[config.mk]
export PLATFORM = sky130hd
export DESIGN_NAME = gstage_walker
export DESIGN_NICKNAME = d
export VERILOG_FILES = /design/src/rtl/gsw_pkg.sv /design/src/rtl/gsw_mode_decode.sv /design/src/rtl/gsw_index_gen.sv /design/src/rtl/gsw_pte_eval.sv /design/src/rtl/gstage_walker.sv
export SDC_FILE = /design/constraint.sdc
export NUM_CORES = 1
export LEC_CHECK = 0
export BUFFER_PORTS_ARGS = -buffer_cell sky130_fd_sc_hd__buf_2
export CORE_MARGIN = 1
export CORE_UTILIZATION = 60
export CTS_CLUSTER_DIAMETER = 200
export DETAILED_ROUTE_END_ITERATION = 7
export PLACE_DENSITY_LB_ADDON = 0.1
export SETUP_SLACK_MARGIN = 0.3
export SYNTH_ARGS = -nofsm -noshare
export SYNTH_HDL_FRONTEND = slang
export SYNTH_SLANG_ARGS = --single-unit
[constraint.sdc]
create_clock -name clk -period 14.15 [get_ports clk]
set_input_delay 2.83 -clock clk [delete_from_list [all_inputs] [get_ports clk]]
set_output_delay 2.83 -clock clk [all_outputs]
set_load 0.02 [all_outputs]
[src/rtl/gsw_pkg.sv]
package gsw_pkg;

    typedef enum logic [2:0] {
        ST_IDLE,
        ST_CHECK,
        ST_READ,
        ST_WAIT,
        ST_DONE
    } walk_state_e;

    localparam int MODE_W     = 4;
    localparam int LVL_W      = 3;
    localparam int PAGE_SHIFT = 12;
    localparam int PPN_LSB    = 10;

    localparam logic [MODE_W-1:0] MODE_BARE = 4'd0;
    localparam logic [MODE_W-1:0] MODE_N2   = 4'd1;
    localparam logic [MODE_W-1:0] MODE_W3   = 4'd8;

    typedef struct packed {
        logic             bare;
        logic             legal;
        logic [LVL_W-1:0] levels;
        logic [3:0]       idx_bits;
        logic             wide_pte;
    } geom_t;

endpackage

[src/rtl/gsw_mode_decode.sv]
module gsw_mode_decode
    import gsw_pkg::*;
#(
    parameter int CAP_W    = 4,
    parameter int WIDE_CNT = 3
) (
    input  logic [MODE_W-1:0] mode,
    input  logic              narrow,
    input  logic [CAP_W-1:0]  cap,
    output geom_t             geom
);
    logic [WIDE_CNT-1:0] wide_hit;

    for (genvar k = 0; k < WIDE_CNT; k++) begin : g_wide
        assign wide_hit[k] = (mode == MODE_W3 + MODE_W'(k)) && cap[k+1];
    end

    always_comb begin
        geom = '0;
        if (mode == MODE_BARE) begin
            geom.bare  = 1'b1;
            geom.legal = 1'b1;
        end else if (narrow) begin
            if (mode == MODE_N2 && cap[0]) begin
                geom.legal    = 1'b1;
                geom.levels   = 3'd2;
                geom.idx_bits = 4'd10;
                geom.wide_pte = 1'b0;
            end
        end else begin
            for (int k = 0; k < WIDE_CNT; k++) begin
                if (wide_hit[k]) begin
                    geom.legal    = 1'b1;
                    geom.levels   = LVL_W'(3 + k);
                    geom.idx_bits = 4'd9;
                    geom.wide_pte = 1'b1;
                end
            end
        end
    end
endmodule

[src/rtl/gsw_index_gen.sv]
module gsw_index_gen
    import gsw_pkg::*;
#(
    parameter int ADDR_W = 64
) (
    input  logic [ADDR_W-1:0] gpa,
    input  logic [ADDR_W-1:0] base,
    input  logic [LVL_W-1:0]  levels,
    input  logic [3:0]        idx_bits,
    input  logic              wide_pte,
    input  logic [LVL_W-1:0]  step,
    output logic [ADDR_W-1:0] pte_addr,
    output logic [6:0]        skip,
    output logic              range_ok
);
    logic [LVL_W-1:0]  remaining;
    logic [6:0]        ibits;
    logic [6:0]        top;
    logic [ADDR_W-1:0] idx;

    always_comb begin
        remaining = levels - LVL_W'(1) - step;
        skip      = 7'(PAGE_SHIFT) + 7'(idx_bits) * 7'(remaining);
        ibits     = 7'(idx_bits) + ((step == '0) ? 7'd2 : 7'd0);
        idx       = (gpa >> skip) & ((ADDR_W'(1) << ibits) - ADDR_W'(1));
        pte_addr  = base + (wide_pte ? (idx << 3) : (idx << 2));
        top       = skip + ibits;
        range_ok  = (int'(top) >= ADDR_W) ? 1'b1 : ((gpa >> top) == '0);
    end
endmodule

[src/rtl/gsw_pte_eval.sv]
module gsw_pte_eval
    import gsw_pkg::*;
#(
    parameter int ADDR_W = 64,
    parameter int DATA_W = 64
) (
    input  logic [DATA_W-1:0] rsp_data,
    input  logic              wide_pte,
    input  logic [6:0]        skip,
    input  logic [ADDR_W-1:0] gpa,
    output logic              is_invalid,
    output logic              is_pointer,
    output logic              is_reserved,
    output logic              is_misaligned,
    output logic [ADDR_W-1:0] next_base,
    output logic [ADDR_W-1:0] leaf_pa
);
    localparam int BIT_V = 0;
    localparam int BIT_R = 1;
    localparam int BIT_W = 2;
    localparam int BIT_X = 3;

    logic [DATA_W-1:0] pte;
    logic [ADDR_W-1:0] ppn;
    logic [6:0]        span;

    always_comb begin
        pte           = wide_pte ? rsp_data : DATA_W'(rsp_data[31:0]);
        ppn           = ADDR_W'(pte >> PPN_LSB);
        span          = skip - 7'(PAGE_SHIFT);
        is_invalid    = !pte[BIT_V];
        is_pointer    = pte[BIT_V] && !pte[BIT_R] && !pte[BIT_W] && !pte[BIT_X];
        is_reserved   = pte[BIT_W] && !pte[BIT_R];
        is_misaligned = |(ppn & ((ADDR_W'(1) << span) - ADDR_W'(1)));
        next_base     = ppn << PAGE_SHIFT;
        leaf_pa       = next_base | (gpa & ((ADDR_W'(1) << skip) - ADDR_W'(1)));
    end
endmodule

[src/rtl/gstage_walker.sv]
module gstage_walker
    import gsw_pkg::*;
#(
    parameter int ADDR_W = 64,
    parameter int DATA_W = 64,
    parameter int ROOT_W = 44,
    parameter int CAP_W  = 4
) (
    input  logic              clk,
    input  logic              rst_n,
    input  logic              req_valid,
    output logic              req_ready,
    input  logic [ADDR_W-1:0] req_gpa,
    input  logic [3:0]        cfg_mode,
    input  logic              cfg_narrow,
    input  logic [CAP_W-1:0]  cfg_cap,
    input  logic [ROOT_W-1:0] cfg_root_ppn,
    output logic              mem_req_valid,
    output logic [ADDR_W-1:0] mem_req_addr,
    output logic              mem_req_wide,
    input  logic              mem_rsp_valid,
    input  logic [DATA_W-1:0] mem_rsp_data,
    input  logic              mem_rsp_err,
    output logic              done_valid,
    output logic              done_fault,
    output logic [ADDR_W-1:0] done_pa
);
    walk_state_e state_q, state_d;

    logic [ADDR_W-1:0] gpa_q, base_q, pa_q;
    logic [MODE_W-1:0] mode_q;
    logic              narrow_q, fault_q;
    logic [CAP_W-1:0]  cap_q;
    logic [ROOT_W-1:0] root_q;
    logic [LVL_W-1:0]  step_q;

    geom_t             geom;
    logic [ADDR_W-1:0] pte_addr;
    logic [6:0]        skip;
    logic              range_ok;
    logic              pte_invalid, pte_pointer, pte_reserved, pte_misaligned;
    logic [ADDR_W-1:0] pte_next_base, pte_leaf_pa;
    logic              last_level, walk_fault, walk_leaf;

    gsw_mode_decode #(.CAP_W(CAP_W)) u_decode (
        .mode   (mode_q),
        .narrow (narrow_q),
        .cap    (cap_q),
        .geom   (geom)
    );

    gsw_index_gen #(.ADDR_W(ADDR_W)) u_index (
        .gpa      (gpa_q),
        .base     (base_q),
        .levels   (geom.levels),
        .idx_bits (geom.idx_bits),
        .wide_pte (geom.wide_pte),
        .step     (step_q),
        .pte_addr (pte_addr),
        .skip     (skip),
        .range_ok (range_ok)
    );

    gsw_pte_eval #(.ADDR_W(ADDR_W), .DATA_W(DATA_W)) u_eval (
        .rsp_data      (mem_rsp_data),
        .wide_pte      (geom.wide_pte),
        .skip          (skip),
        .gpa           (gpa_q),
        .is_invalid    (pte_invalid),
        .is_pointer    (pte_pointer),
        .is_reserved   (pte_reserved),
        .is_misaligned (pte_misaligned),
        .next_base     (pte_next_base),
        .leaf_pa       (pte_leaf_pa)
    );

    always_comb begin
        last_level = (LVL_W'(step_q + LVL_W'(1)) == geom.levels);
        walk_leaf  = !pte_invalid && !pte_pointer;
        walk_fault = mem_rsp_err || pte_invalid
                   || (walk_leaf && (pte_reserved || pte_misaligned))
                   || (pte_pointer && last_level);
    end

    // State register
    always_ff @(posedge clk or negedge rst_n) begin
        if (!rst_n) state_q <= ST_IDLE;
        else        state_q <= state_d;
    end

    // Next-state logic
    always_comb begin
        state_d = state_q;
        unique case (state_q)
            ST_IDLE:  if (req_valid) state_d = ST_CHECK;
            ST_CHECK: begin
                if (geom.bare || !geom.legal || !range_ok) state_d = ST_DONE;
                else                                       state_d = ST_READ;
            end
            ST_READ:  state_d = ST_WAIT;
            ST_WAIT: begin
                if (mem_rsp_valid) begin
                    if (walk_fault || walk_leaf) state_d = ST_DONE;
                    else                         state_d = ST_READ;
                end
            end
            ST_DONE:  state_d = ST_IDLE;
            default:  state_d = ST_IDLE;
        endcase
    end

    // Walk datapath
    always_ff @(posedge clk or negedge rst_n) begin
        if (!rst_n) begin
            gpa_q    <= '0;
            base_q   <= '0;
            pa_q     <= '0;
            mode_q   <= '0;
            narrow_q <= 1'b0;
            cap_q    <= '0;
            root_q   <= '0;
            step_q   <= '0;
            fault_q  <= 1'b0;
        end else begin
            unique case (state_q)
                ST_IDLE: begin
                    if (req_valid) begin
                        gpa_q    <= req_gpa;
                        mode_q   <= cfg_mode;
                        narrow_q <= cfg_narrow;
                        cap_q    <= cfg_cap;
                        root_q   <= cfg_root_ppn;
                        fault_q  <= 1'b0;
                        pa_q     <= '0;
                        step_q   <= '0;
                    end
                end
                ST_CHECK: begin
                    step_q <= '0;
                    base_q <= ADDR_W'(root_q) << PAGE_SHIFT;
                    if (geom.bare)                        pa_q    <= gpa_q;
                    else if (!geom.legal || !range_ok)    fault_q <= 1'b1;
                end
                ST_READ: ;
                ST_WAIT: begin
                    if (mem_rsp_valid) begin
                        if (walk_fault)     fault_q <= 1'b1;
                        else if (walk_leaf) pa_q    <= pte_leaf_pa;
                        else begin
                            base_q <= pte_next_base;
                            step_q <= step_q + LVL_W'(1);
                        end
                    end
                end
                ST_DONE: ;
                default: ;
            endcase
        end
    end

    // Outputs
    always_comb begin
        req_ready     = (state_q == ST_IDLE);
        mem_req_valid = (state_q == ST_READ);
        mem_req_addr  = pte_addr;
        mem_req_wide  = geom.wide_pte;
        done_valid    = (state_q == ST_DONE);
        done_fault    = fault_q;
        done_pa       = pa_q;
    end


    read_pulse_chk: assert property (@(posedge clk) disable iff (!rst_n)
        mem_req_valid |=> !mem_req_valid);


    read_align_chk: assert property (@(posedge clk) disable iff (!rst_n)
        mem_req_valid |-> (mem_req_wide ? (mem_req_addr[2:0] == 3'd0)
                                        : (mem_req_addr[1:0] == 2'd0)));


    accept_busy_chk: assert property (@(posedge clk) disable iff (!rst_n)
        (req_valid && req_ready) |=> !req_ready);


    done_return_chk: assert property (@(posedge clk) disable iff (!rst_n)
        done_valid |=> (req_ready && !done_valid));


    rsp_err_chk: assert property (@(posedge clk) disable iff (!rst_n)
        (state_q == ST_WAIT && mem_rsp_valid && mem_rsp_err)
            |=> (done_valid && done_fault));

endmodule

# Word level (Yosys, flattened, before mapping)
# Index checks and enable logic that the tools add are counted.
dict set report totals {
  regBits 252
  inputBits 186
  output_inout_bits 133
}
dict set report op_classes {
  addsub 11
  n_mul 1
  magnitude_cmp 1
  eq_ne 18
  shifts 5
  mux 38
  n_bitwise 4
  n_reduce_logical 39
}
# operator count
set ops {}
lappend ops {{two-way mux 64 bit} 10}
lappend ops {{case mux 64 bit (3 select lines)} 1}
lappend ops {{case mux 64 bit (2 select lines)} 1}
lappend ops {{<< shifter 1 x 7 -> 64 bit, first input constant} 2}
lappend ops {{subtractor 64 x 1 -> 64 bit, second input constant} 2}
lappend ops {{adder 64 bit} 1}
lappend ops {{AND 54 x 64 -> 64 bit} 1}
lappend ops {{AND 64 bit} 1}
lappend ops {{logical NOT 64 bit} 1}
lappend ops {{bitwise OR 64 bit} 1}
lappend ops {{OR reduction 64 bit} 1}
lappend ops {{>> shifter 64 x 7 -> 62 bit} 1}
lappend ops {{>> shifter 64 x 7 -> 64 bit} 1}
lappend ops {{AND 62 bit} 1}
lappend ops {{<< shifter 1 x 7 -> 62 bit, first input constant} 1}
lappend ops {{subtractor 62 x 1 -> 62 bit, second input constant} 1}
lappend ops {{two-way mux 9 bit} 5}
lappend ops {{two-way mux 3 bit} 8}
lappend ops {{!= test 2 bit, second input constant} 9}
lappend ops {{equality test 4 bit, second input constant} 3}
lappend ops {{case mux 3 bit (4 select lines)} 1}
lappend ops {{AND reduction 6 bit} 2}
lappend ops {{logical AND 1 bit} 11}
lappend ops {{case mux 3 bit (3 select lines)} 1}
lappend ops {{other kinds (27)} 50}

# Longest topological paths before layout
dict set report logic_depth {
  depth_word 24
  depth_mapped 38
  depth_no_buf 32
}

# Hierarchy
# Synthesis repeated with hierarchy kept, for this count alone.
dict set report unflattened {
  hier_cells 3065
  hier_area_um2 26177.6
}
# module n_inst cells_per_inst area_each_um2 seq_area_each_um2
set by_module_without_submodules {}
lappend by_module_without_submodules {gsw_index_gen 1 1586 11472.3 0.0}
lappend by_module_without_submodules {gstage_walker 1 850 10966.8 6306.0}
lappend by_module_without_submodules {gsw_pte_eval 1 604 3580.9 0.0}
lappend by_module_without_submodules {gsw_mode_decode 1 25 157.7 0.0}

# Least setup slack after synthesis
# Ideal clock, no wire load.
dict set report synth_timing {
  path_kind {register to output}
  start {register narrow_q}
  end {output mem_req_addr[52]}
  t_arrival_ps 8710
  required_time_ps 11320
  slack_ps 2610
  stages_incl_launch_ff 38
  n_path_buf 9
  cell_sequence {dfrtp_1 or3b_2 nor3_1 ha_1 nand3_1 inv_1 buf_2 buf_4 buf_2 buf_1 or2_2 fa_1 ha_1 inv_1 fa_1 buf_2 clkbuf_1 buf_1 (+2 left out) nor3_1 a21oi_1 nand2_1 o2111ai_1 o21ai_0 ha_1 fa_1 a211oi_1 nor2_1 o221ai_1 a31oi_1 o311a_1 o21ai_0 a21oi_1 o311a_1 o21ai_0 nand2b_1 xor2_1}
}
dict set report synth_between {
  elab_chain_cells 10
}
# element line_no
set synth_rtl {}
lappend synth_rtl {{start, declared} gstage_walker.sv:32} ;# logic narrow_q, fault_q;
lappend synth_rtl {{start signal, assigned} gstage_walker.sv:130} ;# narrow_q <= cfg_narrow;
lappend synth_rtl {{two-way mux 9 bit (*)} gsw_mode_decode.sv:23} ;# end else if (narrow) begin
lappend synth_rtl {{two-way mux 8 bit (*)} gsw_mode_decode.sv:20} ;# if (mode == MODE_BARE) begin
lappend synth_rtl {{subtractor 3 x 1 -> 3 bit} gsw_index_gen.sv:22} ;# remaining = levels - LVL_W'(1) - step;
lappend synth_rtl {{subtractor 3 bit} gsw_index_gen.sv:22}
lappend synth_rtl {{multiplier 4 x 3 -> 7 bit} gsw_index_gen.sv:23} ;# skip = 7'(PAGE_SHIFT) + 7'(idx_bits) * 7'(remaining);
lappend synth_rtl {{adder 4 x 7 -> 7 bit} gsw_index_gen.sv:23}
lappend synth_rtl {{>> shifter 64 x 7 -> 62 bit} gsw_index_gen.sv:25} ;# idx = (gpa >> skip) & ((ADDR_W'(1) << ibits) - ADDR_W'(1));
lappend synth_rtl {{AND 62 bit} gsw_index_gen.sv:25}
lappend synth_rtl {{two-way mux 64 bit (*)} gsw_index_gen.sv:26} ;# pte_addr = base + (wide_pte ? (idx << 3) : (idx << 2));
lappend synth_rtl {{adder 64 bit (*)} gsw_index_gen.sv:26}
lappend synth_rtl {{end, declared} gstage_walker.sv:19} ;# output logic [ADDR_W-1:0] mem_req_addr,
# Mark *: on every way between the ends. The rest lies on a longest branch, timed or not.

# Worst setup path after layout
dict set report layout_timing {
  start {register mode_q[2]}
  end {output mem_req_addr[59]}
}
dict set report layout_between {
  elab_chain_cells 15
}
# element line_no
set layout_rtl {}
lappend layout_rtl {{start, declared} gstage_walker.sv:31} ;# logic [MODE_W-1:0] mode_q;
lappend layout_rtl {{start signal, assigned} gstage_walker.sv:129} ;# mode_q <= cfg_mode;
lappend layout_rtl {{equality test 4 bit} gsw_mode_decode.sv:15} ;# assign wide_hit[k] = (mode == MODE_W3 + MODE_W'(k)) && cap[k+1];
lappend layout_rtl {{logical AND 1 bit} gsw_mode_decode.sv:15}
lappend layout_rtl {{two-way mux 9 bit (3 in series)} gsw_mode_decode.sv:32} ;# if (wide_hit[k]) begin
lappend layout_rtl {{two-way mux 9 bit} gsw_mode_decode.sv:23}
lappend layout_rtl {{two-way mux 8 bit (*)} gsw_mode_decode.sv:20}
lappend layout_rtl {{subtractor 3 x 1 -> 3 bit} gsw_index_gen.sv:22}
lappend layout_rtl {{subtractor 3 bit} gsw_index_gen.sv:22}
lappend layout_rtl {{multiplier 4 x 3 -> 7 bit} gsw_index_gen.sv:23}
lappend layout_rtl {{adder 4 x 7 -> 7 bit} gsw_index_gen.sv:23}
lappend layout_rtl {{>> shifter 64 x 7 -> 62 bit} gsw_index_gen.sv:25}
lappend layout_rtl {{AND 62 bit} gsw_index_gen.sv:25}
lappend layout_rtl {{two-way mux 64 bit (*)} gsw_index_gen.sv:26}
lappend layout_rtl {{adder 64 bit (*)} gsw_index_gen.sv:26}
# Marks and branches as above.

==> flow_summary.ini <==
[floorplanning]
die_x_um = 199
rows = 71
die_area_sq_um = 39800
core_area_sq_um = 38000
initial_utilization_pct = 61.5
io_pins = 319
die_h_um = 199

[logic_synthesis]
synth_edf_count = 0
synth_flop_cell = dfrtp_1
avgSynthCellArea_sq_um = 8.50
synth_top_cell_area_share_pct = 25.7
yosysWarningCount = 0
yosysTopAreaCell = dfrtp_1
synth_cell_types = 96
ys_ff_latch = 240
netlist_area_sq_um = 23400
synthTopCellsByArea = dfrtp_1, mux2i_1, mux2_2
synth-async-reset-ratio_pct = 100
ys_seq_area_share_pct = 25.7
synthCells = 2752

[drt]
num_vias = 24499
routed_wl_um = 94400
postRouteAntennaNets = 0
firstDrtPassIters = 7
routed_via_density = 7.11
drt-initial-drc-count = 3189
drc = 0
routedWlPerCell_um = 27.4

[clock_network]
cts_root_buf = clkbuf_16
cts_setup_buffers = 0
clkSinkCount = 240
cts_buffers = 28
clock_latency_ns = 0.59
holdBufCountCts = 0
htree_levels = 1
cts_tree = built
clk_pin_slew_ns = 0.06
postCtsResizedCells = 0
clockBufferDepth = 3

[placement]
place_hpwl_um = 67600
io_buffer_count = 310
placed_cells = 3396
place_congestion = 1.03

[power_and_ir_drop]
p_sw_mw = 3.50
worst_ir_drop_vdd_uv = 202
total_power_mw = 6.65
cellLeakagePower_nw = 11.8
clkPwrFrac_pct = 11.6
p_sw_share_pct = 52.7
power_density_nw_per_um2 = 255
internal-power_mw = 3.15
power_frac_comb_pct = 67.4
seq_power_share_pct = 21.0

[critical_path]
crit_path_top_delay_cell = a2111oi_0
critPathLaunchType = register
critPathKind = register to primary output
critical_path_required_ns = 11.32
critPathMaxStageDelay_ns = 0.95
r2r_slack_ns = 3.32
rr_worst_depth = 29
worst_path_most_repeated_cell = ha_1
crit_family = compound AO/OA/AOI/OAI gates
end_kind = primary output
cp_data_arrival_time_ns = 9.84
cp.buffers_inverters = 3
cp_max_fo = 28
worstSetupPathDepth = 31

[timing]
tns_ns = 0
fin_crit_sh_pct = 89.6
slew_viol_final = 0
relSlewSlack_pct = 17.7
rsz0062_at_grt = no
worst_slew_pin_slew_ns = 1.20
hold_ws_ns = 0.485
setup_viol = 0
hold_violations = 0
max_freq_mhz = 78.9
finalClockSkew_ns = 0.0228
min_period_ns = 12.67

[final_layout]
stdcell_count = 3446
final_common_cell = nand2_1
fin_nets = 3176
post-route-util_pct = 68.7
layout_common_cells = nand2_1, buf_2, nor2_1, dfrtp_1, mux2i_1
drive_above_1_share_pct = 24.1
num_antenna_cells = 0
area_delta_synth_final_pct = 11.6

[global_route]
grt_max_degree = 114
grt_pass1_vias = 23537
grt_pass1_wl_um = 139000
grt-ovfl-total = 0
antenna_found_initial = 0
grt_usage_pct = 46.3

[min_path]
worstHoldPathCells = 2
hp-class = register to register

[status]
status = finished, final reports clean

[run]
max_cap_viol_count = 0
state kept, by name (all words and copies together), names as in the netlist:
| signal | count |
|---|---|
| gpa_q | 64 |
| step_q | 3 |
| mode_q | 4 |
| state_q | 3 |
| cap_q | 4 |
| done_fault | 1 |
| base_q | 52 |
| done_pa | 64 |
| narrow_q | 1 |
| root_q | 44 |
per-layer routing:
layer,GRT usage (%),up-vias,routed length [um]
met2,71.4,1846,41300
met1,59.3,11733,35200
met5,0,-,0
met3,11.2,423,11700
li1,-,10497,-
met4,26.1,0,6110
worst paths after layout:
kind | startpoint | endpoint
worst max-delay path | mode_q[2]$_DFFE_PN0P_ | mem_req_addr[59]
worst min register to register | base_q[56]$_DFFE_PN0P_ | base_q[56]$_DFFE_PN0P_
worst min-delay path | base_q[56]$_DFFE_PN0P_ | base_q[56]$_DFFE_PN0P_
worst max register to register | mode_q[2]$_DFFE_PN0P_ | done_pa[2]$_DFFE_PN0P_
min in group asynchronous | rst_n | root_q[43]$_DFFE_PN0P_
max in group asynchronous | rst_n | root_q[9]$_DFFE_PN0P_
power by group through the flow:
stage               logic (mW)  registers [mW]  clock network [mW]
finish                    4.48            1.40               0.768
global route              4.73            1.41               0.798
CTS                       4.33            1.36               0.777
detailed placement        4.29            1.37                   0
global placement          4.23            1.35                   0
floorplan                 3.23            1.17                   0
cell type report:
| type | instances | area [sq um] |
|---|---|---|
| Fill cell | 3074 | 11900 |
| Tap cell | 511 | 639 |
| Timing Repair Buffer | 366 | 1980 |
| Sequential cell | 240 | 6010 |
| Multi-Input combinational cell | 2226 | 16300 |
| Clock buffer | 39 | 833 |
| Inverter | 53 | 199 |
| Clock inverter | 11 | 138 |
Yosys cell counts (13+ instances only):
| library cell | count |
|---|---|
| clkbuf_1 | 184 |
| nor2b_1 | 17 |
| nor2_1 | 255 |
| ha_1 | 70 |
| o221ai_1 | 20 |
| and2_1 | 13 |
| a221oi_1 | 14 |
| a22oi_1 | 44 |
| nor4_1 | 20 |
| nor3_1 | 62 |
| nand4_1 | 21 |
| mux2_4 | 57 |
| o31ai_1 | 17 |
| xor2_1 | 17 |
| o21a_1 | 13 |
| dfrtp_1 | 240 |
| mux2_2 | 138 |
| a211oi_1 | 21 |
| a311oi_1 | 13 |
| buf_1 | 34 |
| o21bai_1 | 14 |
| nand3_1 | 74 |
| buf_2 | 23 |
| a21o_1 | 42 |
| xnor2_1 | 55 |
| o211ai_1 | 35 |
| nand2_1 | 330 |
| inv_1 | 48 |
| a31oi_1 | 56 |
| o21ai_0 | 131 |
| and3_1 | 26 |
| mux4_2 | 47 |
| mux2i_1 | 208 |
| a21oi_1 | 141 |
| nand2b_1 | 20 |
worst register-to-register path, delay by kind of cell (launching register included):
family / cells / cell delay [ns]
AND/OR/NAND/NOR: 11 / 3.10
flip-flops: 1 / 0.43
buffers and inverters: 4 / 1.38
AO/OA/AOI/OAI: 5 / 1.80
XOR/XNOR: 1 / 0.20
multiplexers: 1 / 0.53
adder cells (fa/ha/maj): 7 / 3.30
stage by stage:
stage | instance area, sq um | setup WS, ns
2_1_floorplan | 23500 | 2.61
3_3_place_gp | 25100 | 2.47
3_5_place_dp | 25100 | 2.32
4_1_cts | 26100 | 1.67
5_1_grt | 26100 | 1.02
6_report | 26100 | 1.48
kinds of logic after synthesis:
group / share of synthesized area [%]
AND/OR/NAND/NOR: 17.6
AO/OA/AOI/OAI: 20.6
multiplexers: 23.7
buffers and inverters: 5.36
flip-flops: 25.7
adder cells (fa/ha/maj): 4.17
XOR/XNOR: 2.81
other: 0.0321
Note: power is estimated with default switching activity, not from simulation.
